$ cat config.mk
export PLATFORM = sky130hd
export DESIGN_NAME = vec_store_unit
export DESIGN_NICKNAME = d
export VERILOG_FILES = /design/src/rtl/vsu_pkg.sv /design/src/rtl/vsu_decode.sv /design/src/rtl/vsu_agen.sv /design/src/rtl/vsu_lane_swap.sv /design/src/rtl/vec_store_unit.sv
export SDC_FILE = /design/constraint.sdc
export NUM_CORES = 1
export LEC_CHECK = 0
export ABC_CLOCK_PERIOD_IN_PS = 2770
export BUFFER_PORTS_ARGS = -buffer_cell sky130_fd_sc_hd__buf_4
export CAP_MARGIN = 40
export CORE_AREA = 2 2 226 228
export CTS_BUF_LIST = sky130_fd_sc_hd__clkbuf_4 sky130_fd_sc_hd__clkbuf_8 sky130_fd_sc_hd__clkbuf_16
export CTS_CLUSTER_DIAMETER = 30
export CTS_CLUSTER_SIZE = 30
export DETAILED_ROUTE_END_ITERATION = 12
export DIE_AREA = 0 0 228 230
export GPL_TIMING_DRIVEN = 0
export SYNTH_ARGS = -nofsm -noshare
export SYNTH_HDL_FRONTEND = slang
export SYNTH_SLANG_ARGS = --single-unit
$ cat constraint.sdc
create_clock -name clk -period 2.77 [get_ports clk]
set_input_delay 0 -clock clk [delete_from_list [all_inputs] [get_ports clk]]
set_output_delay 0 -clock clk [all_outputs]
set_load 0.02 [all_outputs]
$ cat src/rtl/vsu_pkg.sv
package vsu_pkg;
   localparam int GPR_IDX_W = 5;
   localparam int VR_IDX_W  = 7;

   localparam logic [5:0] OP_STD = 6'd31;
   localparam logic [9:0] XO_STD = 10'd231;
   localparam logic [5:0] OP_WIDE = 6'd4;
   localparam logic [6:0] XO_WIDE = 7'h1C;
   localparam logic [1:0] TAIL_WIDE = 2'b11;

   localparam int PC_STEP = 4;

   typedef enum logic [1:0] {
      ST_IDLE = 2'd0,
      ST_READ = 2'd1,
      ST_INV  = 2'd2,
      ST_WRITE = 2'd3
   } vsu_state_t;

   typedef struct packed {
      logic                 legal;
      logic                 wide;
      logic [GPR_IDX_W-1:0] ra;
      logic [GPR_IDX_W-1:0] rb;
      logic [VR_IDX_W-1:0]  vs;
   } vsu_dec_t;
endpackage

$ cat src/rtl/vsu_decode.sv
module vsu_decode
   import vsu_pkg::*;
#(
   parameter bit ENABLE_WIDE = 1'b1
) (
   input  logic [31:0] word_i,
   output vsu_dec_t    dec_o
);
   logic [5:0] opcd;
   logic       std_hit;
   logic       wide_hit;
   logic [4:0] vs_lo;

   assign opcd    = word_i[31:26];
   assign vs_lo   = word_i[25:21];
   assign std_hit = (opcd == OP_STD) && (word_i[10:1] == XO_STD);

   generate
      if (ENABLE_WIDE) begin : g_wide
         assign wide_hit = (opcd == OP_WIDE) && (word_i[10:4] == XO_WIDE)
                           && (word_i[1:0] == TAIL_WIDE);
      end else begin : g_narrow
         logic unused_tail;
         assign unused_tail = ^{word_i[3:2], word_i[0]};
         assign wide_hit = 1'b0;
      end
   endgenerate

   always_comb begin
      dec_o.legal = std_hit | wide_hit;
      dec_o.wide  = wide_hit;
      dec_o.ra    = word_i[20:16];
      dec_o.rb    = word_i[15:11];
      dec_o.vs    = wide_hit ? {word_i[3:2], vs_lo} : {2'b00, vs_lo};
   end
endmodule

$ cat src/rtl/vsu_agen.sv
module vsu_agen #(
   parameter int GPR_W     = 64,
   parameter int ADDR_W    = 32,
   parameter int ALIGN_LG2 = 4
) (
   input  logic              base_zero_i,
   input  logic [GPR_W-1:0]  base_i,
   input  logic [GPR_W-1:0]  index_i,
   output logic [ADDR_W-1:0] ea_o
);
   logic [GPR_W-1:0] base_eff;
   logic [GPR_W-1:0] sum;
   logic [GPR_W-1:0] sum_al;

   assign base_eff = base_zero_i ? '0 : base_i;
   assign sum      = base_eff + index_i;
   assign sum_al   = {sum[GPR_W-1:ALIGN_LG2], {ALIGN_LG2{1'b0}}};
   assign ea_o     = sum_al[ADDR_W-1:0];

   generate
      if (GPR_W > ADDR_W) begin : g_drop
         logic unused_hi;
         assign unused_hi = ^sum_al[GPR_W-1:ADDR_W];
      end
   endgenerate
endmodule

$ cat src/rtl/vsu_lane_swap.sv
module vsu_lane_swap #(
   parameter int VR_W = 128
) (
   input  logic [VR_W-1:0] reg_i,
   output logic [VR_W-1:0] bus_o
);
   localparam int NBYTES = VR_W / 8;

   generate
      for (genvar k = 0; k < NBYTES; k++) begin : g_byte
         assign bus_o[8*k +: 8] = reg_i[VR_W-8-8*k +: 8];
      end
   endgenerate
endmodule

$ cat src/rtl/vec_store_unit.sv
module vec_store_unit
   import vsu_pkg::*;
#(
   parameter int GPR_W       = 64,
   parameter int VR_W        = 128,
   parameter int ADDR_W      = 32,
   parameter bit ENABLE_WIDE = 1'b1
) (
   input  logic                 clk,
   input  logic                 rst_n,
   input  logic                 ins_valid,
   input  logic [31:0]          ins_word,
   input  logic [ADDR_W-1:0]    ins_pc,
   output logic                 ins_ready,
   output logic                 ins_accept,
   output logic                 rd_req,
   output logic [GPR_IDX_W-1:0] rd_ra_idx,
   output logic [GPR_IDX_W-1:0] rd_rb_idx,
   output logic [VR_IDX_W-1:0]  rd_vr_idx,
   input  logic                 rd_rsp_valid,
   input  logic [GPR_W-1:0]     rd_ra_data,
   input  logic [GPR_W-1:0]     rd_rb_data,
   input  logic [VR_W-1:0]      rd_vr_data,
   input  logic                 resv_enable,
   input  logic                 resv_active,
   output logic                 inval_valid,
   output logic [ADDR_W-1:0]    inval_addr,
   output logic                 mem_valid,
   input  logic                 mem_ready,
   output logic [ADDR_W-1:0]    mem_addr,
   output logic [VR_W-1:0]      mem_data,
   output logic                 pc_step,
   output logic [ADDR_W-1:0]    next_pc
);
   localparam int ALIGN_LG2 = $clog2(VR_W / 8);

   generate
      if (VR_W % 8 != 0) begin : g_bad_vr
         $error("VR_W must be a whole number of bytes");
      end
      if (ADDR_W > GPR_W) begin : g_bad_addr
         $error("ADDR_W must not exceed GPR_W");
      end
      if ((8 << ALIGN_LG2) != VR_W) begin : g_bad_pow
         $error("VR_W must be a power-of-two number of bytes");
      end
   endgenerate

   vsu_state_t state_q, state_d;
   vsu_dec_t   dec;
   logic [GPR_IDX_W-1:0] ra_q, rb_q;
   logic [VR_IDX_W-1:0]  vs_q;
   logic [ADDR_W-1:0]    pc_q;
   logic [ADDR_W-1:0]    ea_q;
   logic [VR_W-1:0]      data_q;
   logic [ADDR_W-1:0]    ea_w;
   logic [VR_W-1:0]      swap_w;
   logic                 wr_done;

   vsu_decode #(.ENABLE_WIDE(ENABLE_WIDE)) u_dec (
      .word_i (ins_word),
      .dec_o  (dec)
   );

   vsu_agen #(.GPR_W(GPR_W), .ADDR_W(ADDR_W), .ALIGN_LG2(ALIGN_LG2)) u_agen (
      .base_zero_i (ra_q == '0),
      .base_i      (rd_ra_data),
      .index_i     (rd_rb_data),
      .ea_o        (ea_w)
   );

   vsu_lane_swap #(.VR_W(VR_W)) u_swap (
      .reg_i (rd_vr_data),
      .bus_o (swap_w)
   );

   assign ins_ready  = (state_q == ST_IDLE);
   assign ins_accept = ins_valid & ins_ready & dec.legal;
   assign rd_req     = (state_q == ST_READ);
   assign rd_ra_idx  = ra_q;
   assign rd_rb_idx  = rb_q;
   assign rd_vr_idx  = vs_q;
   assign inval_valid = (state_q == ST_INV) & resv_enable & resv_active;
   assign inval_addr = ea_q;
   assign mem_valid  = (state_q == ST_WRITE);
   assign mem_addr   = ea_q;
   assign mem_data   = data_q;
   assign wr_done    = mem_valid & mem_ready;
   assign pc_step    = wr_done;
   assign next_pc    = pc_q + ADDR_W'(PC_STEP);

   always_comb begin
      state_d = state_q;
      unique case (state_q)
         ST_IDLE:  if (ins_accept)   state_d = ST_READ;
         ST_READ:  if (rd_rsp_valid) state_d = ST_INV;
         ST_INV:                     state_d = ST_WRITE;
         ST_WRITE: if (mem_ready)    state_d = ST_IDLE;
         default:                    state_d = ST_IDLE;
      endcase
   end

   always_ff @(posedge clk or negedge rst_n) begin
      if (!rst_n) begin
         state_q <= ST_IDLE;
         ra_q    <= '0;
         rb_q    <= '0;
         vs_q    <= '0;
         pc_q    <= '0;
         ea_q    <= '0;
         data_q  <= '0;
      end else begin
         state_q <= state_d;
         if (ins_accept) begin
            ra_q <= dec.ra;
            rb_q <= dec.rb;
            vs_q <= dec.vs;
            pc_q <= ins_pc;
         end
         if (rd_req && rd_rsp_valid) begin
            ea_q   <= ea_w;
            data_q <= swap_w;
         end
      end
   end
endmodule

==> results of run 1 <==
==> logic make-up after synthesis <==
family,synth area share (%)
AOI/OAI and AO/OA,8.48
xor gates and xnor gates,3.63
adders and majority gates,4.12
buffers and inverters,5.44
DFF,48.8
other,0.0353
and+or+nand+nor,29.5
==> how the worst min path moves through the flow <==
stage	depth (start not counted)	end	from	slack, ns
after global routing	5	inval_addr[23]	rd_ra_data[23]	0.03
after global placement	3	mem_data[60]	rd_vr_data[68]	0.19
after detailed placement	1	inval_addr[15]	rst_n	0.09
after floorplan	0	inval_addr[10]	rst_n	-0.30
final	2	inval_addr[17]	rst_n	0.007
after CTS	6	inval_addr[31]	rd_ra_data[30]	0.004
==> cells in the mapped netlist, types with 13 or more instances <==
cell type,number
o21ai_0,36
dfrtp_1,207
and2_1,36
nand4_1,19
buf_4,38
nand3_1,29
a21o_1,13
nand2_1,585
xnor2_1,27
inv_1,19
clkbuf_1,59
nor2_1,36
ha_1,35
xor2_1,17
a21oi_1,28
==> worst max-delay path, cell delays in order (launching register included) <==
cell and delay [ns]:
dfrtp_2 0.42, nor3_4 0.28, nand2_4 0.13, buf_8 0.15, and2_4 0.14, ha_4 0.28
nand4_1 0.17, buf_4 0.20, nor2b_4 0.13, o31ai_4 0.11, a31oi_4 0.25, a31oi_4 0.15
or4_1 0.51, nand4_1 0.10
==> registers in the layout, summed over array words and instances, names as in the netlist <==
register    flops
rd_vr_idx       7
rd_ra_idx       5
rd_rb_idx       5
inval_addr     28
state_q         2
mem_data      128
pc_q           32
==> layout make-up <==
type	instances	area share, %
diodes	1	0.0122
plain buffers	92	2.66
clock buffers	74	7.94
clock inverters	32	2.22
inverters	19	0.348
multi-input cells	972	27.6
flip-flops and latches	207	25.3
well taps	672	4.10
repair buffers	741	29.9
==> per-stage QoR <==
| stage | cells | setup TNS (ns) | util (%) | cell area, um2 |
|---|---|---|---|---|
| 2_1_floorplan | 1295 | -1.49 | - | 10900 |
| 3_3_place_gp | 2468 | -13.88 | 31.1 | 15500 |
| 3_5_place_dp | 2471 | -15.48 | 31.2 | 15600 |
| 4_1_cts | 2789 | -4.66 | 40.0 | 19900 |
| 5_1_grt | 2809 | -6.21 | 41.1 | 20500 |
| 6_report | 2810 | -3.88 | 41.1 | 20500 |
==> power groups by stage <==
stage | registers [uW] | clock network (uW) | logic [uW]
finish | 4850 | 6960 | 6760
global route | 4980 | 7290 | 7270
CTS | 4830 | 7100 | 6690
detailed placement | 4840 | 0 | 6430
global placement | 4800 | 0 | 6350
floorplan | 6000 | 0 | 2080
==> routing by layer <==
| layer | track usage, % | vias to the layer above | wire, um |
|---|---|---|---|
| met1 | 17.8 | 5780 | 16900 |
| met2 | 29.0 | 441 | 22700 |
| met4 | 6.66 | 0 | 1540 |
| met5 | 0 | - | 0 |
| met3 | 4.72 | 111 | 2890 |
| li1 | - | 5780 | - |
==> repair_timing <==
| action | CTS | global route |
|---|---|---|
| endpoints found under the hold margin | 298 | 2 |
| endpoints found under the setup margin | 108 | 39 |
| pin swaps | 28 | 48 |
| resized for setup | 59 | 98 |
| hold buffers | 199 | 2 |
| setup buffers | 17 | 19 |
| gates cloned | 1 | 0 |
==> results.py, run 1 <==
metrics = {
    "critical_path": {
        "critPathCaptureType": "register",
        "r2r_slack_ns": -0.33,
        "crit_required_ns": 3.27,
        "reg2reg_to": "inval_addr[21]",
        "cp_max_fo": 5,
        "crit_type": "register to register",
        "rr_startpoint": "rd_ra_idx[0]",
        "worstSetupStartpoint": "rd_ra_idx[0]",
        "startpoint_type": "register",
        "reg2reg_depth": 13,
        "cp.arrival_ns": 3.61,
        "setup.worst_path.end": "inval_addr[21]",
    },
    "global_route": {
        "grt_pass1_wl_mm": 68.2,
        "grt_overflow": 0,
        "grt_util_all_layers_pct": 16.1,
        "grt_max_degree": 105,
        "antenna_found_initial": 0,
        "grt_pass1_vias": 12700,
    },
    "final_layout": {
        "multi_input_area_um2": 5650,
        "drive_gt1_share_pct": 38.1,
        "mostFrequentLayoutCell": "nand2_1",
        "regArea_um2": 5180,
        "fill_cells": 4801,
        "nets": 2453,
        "syn2layout_area_growth_pct": 93.2,
        "layout_common_cells": "nand2_1, buf_4, dfrtp_1",
    },
    "timing": {
        "slew_violations": 0,
        "holdWs_ns": 0.00654,
        "tightest_slew_ns": 0.921,
        "timing.final.crit_period_ns": 3.10,
        "fmax_mhz": 322,
        "max_slew_margin_pct": 38.6,
        "setup_viol": 20,
        "fin_ws_ns": -0.333,
        "finalClockSkew_ns": 0.0328,
        "period_share_pct": 112,
        "hold_viol": 0,
        "rsz0062_at_grt": "yes",
    },
    "floorplan": {
        "rows": 82,
        "die_area_um2": 52400,
        "die_h_um": 230,
        "core-area_um2": 49900,
        "initial_core_util_pct": 21.3,
        "fp.dieW_um": 228,
        "boundaryPins": 574,
    },
    "routing": {
        "dr.pass1.iters": 5,
        "drc": 0,
        "routed_wl_mm": 44.1,
        "wire_per_inst_um": 15.7,
        "vias": 12100,
        "vias_per_cell": 4.31,
        "ant_nets": 0,
        "dr.first_iter.drc_count": 562,
    },
    "synth": {
        "synth_top_area_share_pct": 48.8,
        "synth_cell_types": 59,
        "synth-seq-area-share_pct": 48.8,
        "syn_inst": 1288,
        "synth-main-ff-cell": "dfrtp_1",
        "synthTopCellsByArea": "dfrtp_1, nand2_1, ha_1, buf_4, xnor2_1",
        "synthesis.area_um2": 10600,
        "syn_area_per_cell_um2": 8.24,
        "synthArstFlopShare_pct": 100,
        "yosysWarnings": 0,
        "synth_edf_count": 0,
        "yosys.area.top_type": "dfrtp_1",
        "ys_ff_latch": 207,
    },
    "clock_network": {
        "clk_pin_slew_ns": 0.04,
        "clk_latency_ns": 0.61,
        "htree_levels": 2,
        "clockRootBuffer": "clkbuf_16",
        "cts_inserted_buffers": 58,
        "cts_max_path_buffers": 3,
        "cts_tree": "done",
        "cts_sinks": 207,
    },
    "placed_design": {
        "preCtsSetupSlack_ns": -0.801,
        "hpwl_mm": 31.0,
        "gp_congestion": 0.963,
        "portBuffers": 501,
    },
    "pwr": {
        "comb_power_share_pct": 36.4,
        "power_uw": 18600,
        "worst_ir_drop_vdd_mv": 0.627,
        "power_frac_clock_pct": 37.5,
        "switchingPower_uw": 6660,
        "power_frac_seq_pct": 26.1,
        "swShare_pct": 35.9,
        "p_int_uw": 11900,
        "power_leakage_uw": 0.0104,
        "p_per_area_nw_per_um2": 905,
    },
    "outcome": {
        "status": "complete, but fails checks",
        "violations": "setup timing",
    },
    "job": {
        "maxCapViolCount": 0,
    },
    "hold_path": {
        "hold_class": "input pin to async pin",
    },
}
Power figures use the tool's default switching activity.
==> run 2, diff against run 1 <==
--- a/config.mk
+++ b/config.mk
@@ -5,7 +5,7 @@
 export SDC_FILE = /design/constraint.sdc
 export NUM_CORES = 1
 export LEC_CHECK = 0
-export ABC_CLOCK_PERIOD_IN_PS = 2770
+export ABC_CLOCK_PERIOD_IN_PS = 2800
 export BUFFER_PORTS_ARGS = -buffer_cell sky130_fd_sc_hd__buf_4
 export CAP_MARGIN = 40
 export CORE_AREA = 2 2 226 228
@@ -15,6 +15,7 @@
 export DETAILED_ROUTE_END_ITERATION = 12
 export DIE_AREA = 0 0 228 230
 export GPL_TIMING_DRIVEN = 0
+export PLACE_DENSITY = 0.43
 export SYNTH_ARGS = -nofsm -noshare
 export SYNTH_HDL_FRONTEND = slang
 export SYNTH_SLANG_ARGS = --single-unit
==> constraint.sdc (replaced) <==
create_clock -name clk -period 2.8 [get_ports clk]
set_input_delay 0 -clock clk [delete_from_list [all_inputs] [get_ports clk]]
set_output_delay 0 -clock clk [all_outputs]
set_load 0.02 [all_outputs]
==> results.py, run 2 (synthesized netlist as in run 1, its figures left out) <==
metrics = {
    "global_route": {
        "grt_overflow": 0,
        "grt_max_degree": 89,
        "grt_util_all_layers_pct": 17.3,
        "grt_pass1_wl_mm": 70.9,
        "grt_pass1_vias": 12500,
        "antenna_found_initial": 1,
    },
    "job": {
        "maxCapViolCount": 0,
    },
    "timing": {
        "tightest_slew_ns": 0.734,
        "setup_viol": 19,
        "timing.final.crit_period_ns": 3.15,
        "slew_violations": 0,
        "rsz0062_at_grt": "yes",
        "holdWs_ns": -0.00394,
        "fmax_mhz": 317,
        "hold_viol": 1,
        "fin_ws_ns": -0.351,
        "max_slew_margin_pct": 51.1,
        "finalClockSkew_ns": 0.0347,
        "period_share_pct": 113,
    },
    "critical_path": {
        "cp.arrival_ns": 3.64,
        "cp_max_fo": 5,
        "crit_type": "register to register",
        "startpoint_type": "register",
        "crit_required_ns": 3.29,
        "critPathCaptureType": "register",
    },
    "placed_design": {
        "portBuffers": 501,
        "hpwl_mm": 33.9,
        "preCtsSetupSlack_ns": -0.786,
        "gp_congestion": 0.846,
    },
    "floorplan": {
        "initial_core_util_pct": 21.3,
        "fp.dieW_um": 228,
        "boundaryPins": 574,
        "core-area_um2": 49900,
        "rows": 82,
        "die_h_um": 230,
        "die_area_um2": 52400,
    },
    "routing": {
        "wl_met3_mm": 3.37,
        "ant_nets": 0,
        "dr.first_iter.drc_count": 430,
        "met1_length_mm": 18.8,
        "vias_per_cell": 4.19,
        "dr.pass1.iters": 5,
        "vias": 12000,
        "drc": 0,
        "top_layer": "met4",
        "routed_wl_mm": 46.6,
        "wl_met2_mm": 23.3,
        "wire_per_inst_um": 16.3,
    },
    "final_layout": {
        "mostFrequentLayoutCell": "buf_4",
        "nets": 2497,
        "fill_cells": 4981,
        "syn2layout_area_growth_pct": 103,
        "utilization_pct": 43.2,
        "largest_reg_flops": 128,
        "layout_common_cells": "buf_4, nand2_1, dlygate4sd3_1, dfrtp_1, clkbuf_16",
        "drive_gt1_share_pct": 39.9,
    },
    "clock_network": {
        "clockRootBuffer": "clkbuf_16",
        "clk_latency_ns": 0.58,
        "cts_tree": "done",
        "cts_sinks": 207,
        "htree_levels": 3,
        "cts_inserted_buffers": 69,
        "clk_pin_slew_ns": 0.04,
        "cts_max_path_buffers": 3,
    },
    "hold_path": {
        "hold_class": "input pin to register",
    },
    "pwr": {
        "switchingPower_uw": 6860,
        "p_per_area_nw_per_um2": 930,
        "comb_power_share_pct": 33.9,
        "power_leakage_uw": 0.0109,
        "p_int_uw": 13100,
        "power_frac_clock_pct": 42.1,
        "swShare_pct": 34.3,
        "power_frac_seq_pct": 23.9,
        "worst_ir_drop_vdd_mv": 0.576,
    },
    "outcome": {
        "violations": "hold timing, setup timing",
        "status": "complete, but fails checks",
    },
}
==> run 2: cell count changes in the layout (fill, tap and decap cells not counted), moves of 5 or more <==
cell and change:
and2_4 +7, clkinvlp_4 -9, buf_4 +21, clkbuf_8 +7, clkbuf_16 +11, a21oi_1 +5
ha_4 +5, and2_1 -8, a21oi_2 -5
==> run 2: critical path: stages (launching register included) <==
cell and delay [ns]:
dfrtp_2 0.41, nor3_4 0.24, nand2_4 0.12, buf_12 0.15, buf_8 0.12, and2_4 0.14
ha_4 0.25, a21o_1 0.17, a211oi_2 0.26, o211ai_1 0.24, a32oi_2 0.34, inv_2 0.09
or4_1 0.40, o211ai_1 0.11
==> run 2: final timing paths <==
path	cells after the start	end	slack [ns]	start
worst max-delay path	13	inval_addr[30]	-0.35	rd_ra_idx[0]
worst min-delay path	5	inval_addr[9]	-0.004	rd_rb_data[8]
worst max register to register	13	inval_addr[30]	-0.35	rd_ra_idx[0]
worst min register to register	2	rd_rb_idx[2]	0.47	rd_rb_idx[2]
max in group asynchronous	5	mem_data[117]	1.42	rst_n
min in group asynchronous	4	inval_addr[15]	0.53	rst_n
==> run 2: layout make-up <==
| type | instances | area [um2] | area share, % |
|---|---|---|---|
| repair buffers | 774 | 6470 | 30.1 |
| multi-input cells | 972 | 5810 | 27.0 |
| flip-flops and latches | 207 | 5180 | 24.1 |
| clock buffers | 95 | 2020 | 9.40 |
| well taps | 672 | 841 | 3.91 |
| clock inverters | 32 | 573 | 2.66 |
| plain buffers | 92 | 548 | 2.55 |
| inverters | 19 | 71.3 | 0.331 |
| diodes | 1 | 2.50 | 0.0116 |
==> run 2: what timing repair did <==
action                     CTS  global route
gates cloned                 2             0
pin swaps                   32            76
hold buffers               206             0
resized for setup           97            94
setup buffers               24            37
hold endpoints to repair   318             0
setup endpoints to repair   30           155
==> run 2: power groups by stage <==
stage,clock (uW),combinational [uW],sequential (uW)
final,8430,6790,4790
after global routing,8800,7330,4930
after CTS,8620,6790,4790
after detailed placement,0,6480,4810
after global placement,0,6430,4770
after floorplan,0,2050,5940
==> run 2: stage by stage <==
stage	area, um2	hold slack [ns]	cells	setup TNS, ns	power, uW
after global routing	21500	0.0114	2863	-6.94	21100
final	21500	-0.00394	2864	-3.81	20000
after CTS	20800	0.00645	2827	-3.59	20200
after floorplan	10900	-0.296	1295	-1.16	7990
after detailed placement	15600	-0.0655	2473	-10.19	11300
after global placement	15500	0.190	2468	-26.02	11200
==> run 2: routing by layer <==
metal | vias to the layer above | track usage [%]
met5 | - | 0
met4 | 0 | 6.66
met3 | 73 | 5.23
met2 | 403 | 29.9
met1 | 5640 | 20.0
li1 | 5897 | -
==> run 3, diff against run 2 <==
--- a/config.mk
+++ b/config.mk
@@ -8,12 +8,12 @@
 export ABC_CLOCK_PERIOD_IN_PS = 2800
 export BUFFER_PORTS_ARGS = -buffer_cell sky130_fd_sc_hd__buf_4
 export CAP_MARGIN = 40
-export CORE_AREA = 2 2 226 228
-export CTS_BUF_LIST = sky130_fd_sc_hd__clkbuf_4 sky130_fd_sc_hd__clkbuf_8 sky130_fd_sc_hd__clkbuf_16
+export CORE_AREA = 2 2 224 226
+export CTS_BUF_LIST = sky130_fd_sc_hd__clkbuf_8
 export CTS_CLUSTER_DIAMETER = 30
 export CTS_CLUSTER_SIZE = 30
 export DETAILED_ROUTE_END_ITERATION = 12
-export DIE_AREA = 0 0 228 230
+export DIE_AREA = 0 0 226 228
 export GPL_TIMING_DRIVEN = 0
 export PLACE_DENSITY = 0.43
 export SYNTH_ARGS = -nofsm -noshare
==> results.py, run 3 (synthesized netlist as in run 1, its figures left out) <==
metrics = {
    "clock_network": {
        "cts_tree": "done",
        "htree_levels": 3,
        "cts_inserted_buffers": 70,
        "clk_latency_ns": 0.61,
        "clockRootBuffer": "clkbuf_8",
        "clk_pin_slew_ns": 0.05,
        "cts_sinks": 207,
        "cts_max_path_buffers": 3,
    },
    "timing": {
        "fmax_mhz": 320,
        "setup_tns_ns": -3.81,
        "setup_viol": 21,
        "fin_ws_ns": -0.328,
        "timing.final.crit_period_ns": 3.13,
        "period_share_pct": 112,
        "tightest_slew_ns": 0.709,
        "max_slew_margin_pct": 52.7,
        "hold_viol": 0,
        "rsz0062_at_grt": "yes",
        "finalClockSkew_ns": 0.0138,
        "slew_violations": 0,
    },
    "critical_path": {
        "startpoint_type": "register",
        "crit_type": "register to register",
        "rr_startpoint": "rd_ra_idx[0]",
        "crit_required_ns": 3.34,
        "worstSetupStartpoint": "rd_ra_idx[0]",
        "cp_max_fo": 10,
        "critPathCaptureType": "register",
        "cp.arrival_ns": 3.66,
    },
    "hold_path": {
        "hold_class": "input pin to register",
        "min_from": "rd_ra_data[21]",
    },
    "final_layout": {
        "design_area_um2": 20300,
        "drive_gt1_share_pct": 37.4,
        "fill_cells": 5031,
        "mostFrequentLayoutCell": "nand2_1",
        "nets": 2504,
        "layout_common_cells": "nand2_1, buf_4, dlygate4sd3_1",
        "largest_reg_flops": 128,
        "syn2layout_area_growth_pct": 91.3,
    },
    "floorplan": {
        "initial_core_util_pct": 21.5,
        "die_area_um2": 51500,
        "core-area_um2": 49300,
        "rows": 82,
        "die_h_um": 228,
        "boundaryPins": 574,
        "fp.dieW_um": 226,
    },
    "global_route": {
        "grt_pass1_wl_mm": 69.9,
        "antenna_found_initial": 2,
        "grt_util_all_layers_pct": 17.4,
        "grt_overflow": 0,
        "grt_pass1_vias": 12600,
        "grt_max_degree": 97,
    },
    "routing": {
        "ant_nets": 0,
        "routed_wl_mm": 45.4,
        "drc": 0,
        "dr.pass1.iters": 5,
        "wire_per_inst_um": 15.8,
        "dr.first_iter.drc_count": 409,
        "vias_per_cell": 4.17,
        "vias": 12000,
    },
    "placed_design": {
        "preCtsSetupSlack_ns": -0.759,
        "portBuffers": 501,
        "gp_congestion": 0.856,
        "hpwl_mm": 33.3,
        "placed_area_um2": 15500,
    },
    "pwr": {
        "worst_ir_drop_vdd_mv": 0.507,
        "power_uw": 16500,
        "power_leakage_uw": 0.0104,
        "p_per_area_nw_per_um2": 814,
    },
    "job": {
        "maxCapViolCount": 0,
    },
    "outcome": {
        "status": "complete, but fails checks",
        "violations": "setup timing",
    },
}
-- run 3: cell count changes in the layout (fill, tap and decap cells not counted), moves of 10 or more --
cell and change:
and2_4 -10, buf_4 -13, clkbuf_16 -69, clkbuf_8 +70, dlygate4sd3_1 +24, inv_1 +15
-- run 3: final timing paths --
kind | cells past startpoint | slack (ns) | end
max in group asynchronous | 4 | 1.74 | mem_data[75]
worst max-delay path | 12 | -0.33 | inval_addr[30]
worst min-delay path | 5 | 0.06 | inval_addr[21]
worst max register to register | 12 | -0.33 | inval_addr[30]
min in group asynchronous | 4 | 0.49 | inval_addr[16]
worst min register to register | 2 | 0.47 | mem_data[0]
-- run 3: final cells by class --
type                    count  area (um2)  area share (%)
repair buffers            780        6530            32.1
multi-input cells         972        5630            27.7
flip-flops and latches    207        5180            25.5
clock buffers              87        1200            5.90
well taps                 672         841            4.14
plain buffers              92         533            2.62
clock inverters            41         320            1.58
inverters                  19        71.3           0.351
diodes                      1        2.50          0.0123
-- run 3: metrics by stage --
step | cells | hold slack [ns] | util [%]
floorplan | 1295 | -0.296 | -
global placement | 2468 | 0.190 | 31.4
detailed placement | 2471 | -0.101 | 31.5
CTS | 2849 | 0.00980 | 40.3
global route | 2871 | 0.0394 | 41.2
finish | 2871 | 0.0645 | 41.2
-- run 3: layer usage --
metal	GRT usage (%)	vias up	wire, um
li1	-	5895	-
met1	20.0	5581	18300
met2	29.8	397	22200
met3	5.54	102	3210
met4	7.28	2	1620
met5	0	-	11
-- run 3: report_power, final --
group	total (uW)	switching, uW	internal (uW)
clock network	5060	1810	3250
registers	4770	706	4060
logic	6690	3790	2900
-- run 3: worst max-delay path: stages, from the launching register on --
cell and delay [ns]:
dfrtp_2 0.42, nor3_4 0.27, nand2_4 0.14, buf_4 0.19, and2_1 0.18, ha_4 0.24, a21o_1 0.19, a211oi_2 0.25
o211ai_1 0.20, a32oi_2 0.29, inv_2 0.08, or4_1 0.48, o211ai_1 0.11
-- run 3: what timing repair did --
item / in CTS / in global routing
setup endpoints to repair: 42 / 135
gates cloned: 1 / 0
gates resized for setup: 95 / 58
hold endpoints to repair: 412 / 3
pin swaps: 36 / 40
hold buffers: 228 / 2
buffers inserted: 26 / 21
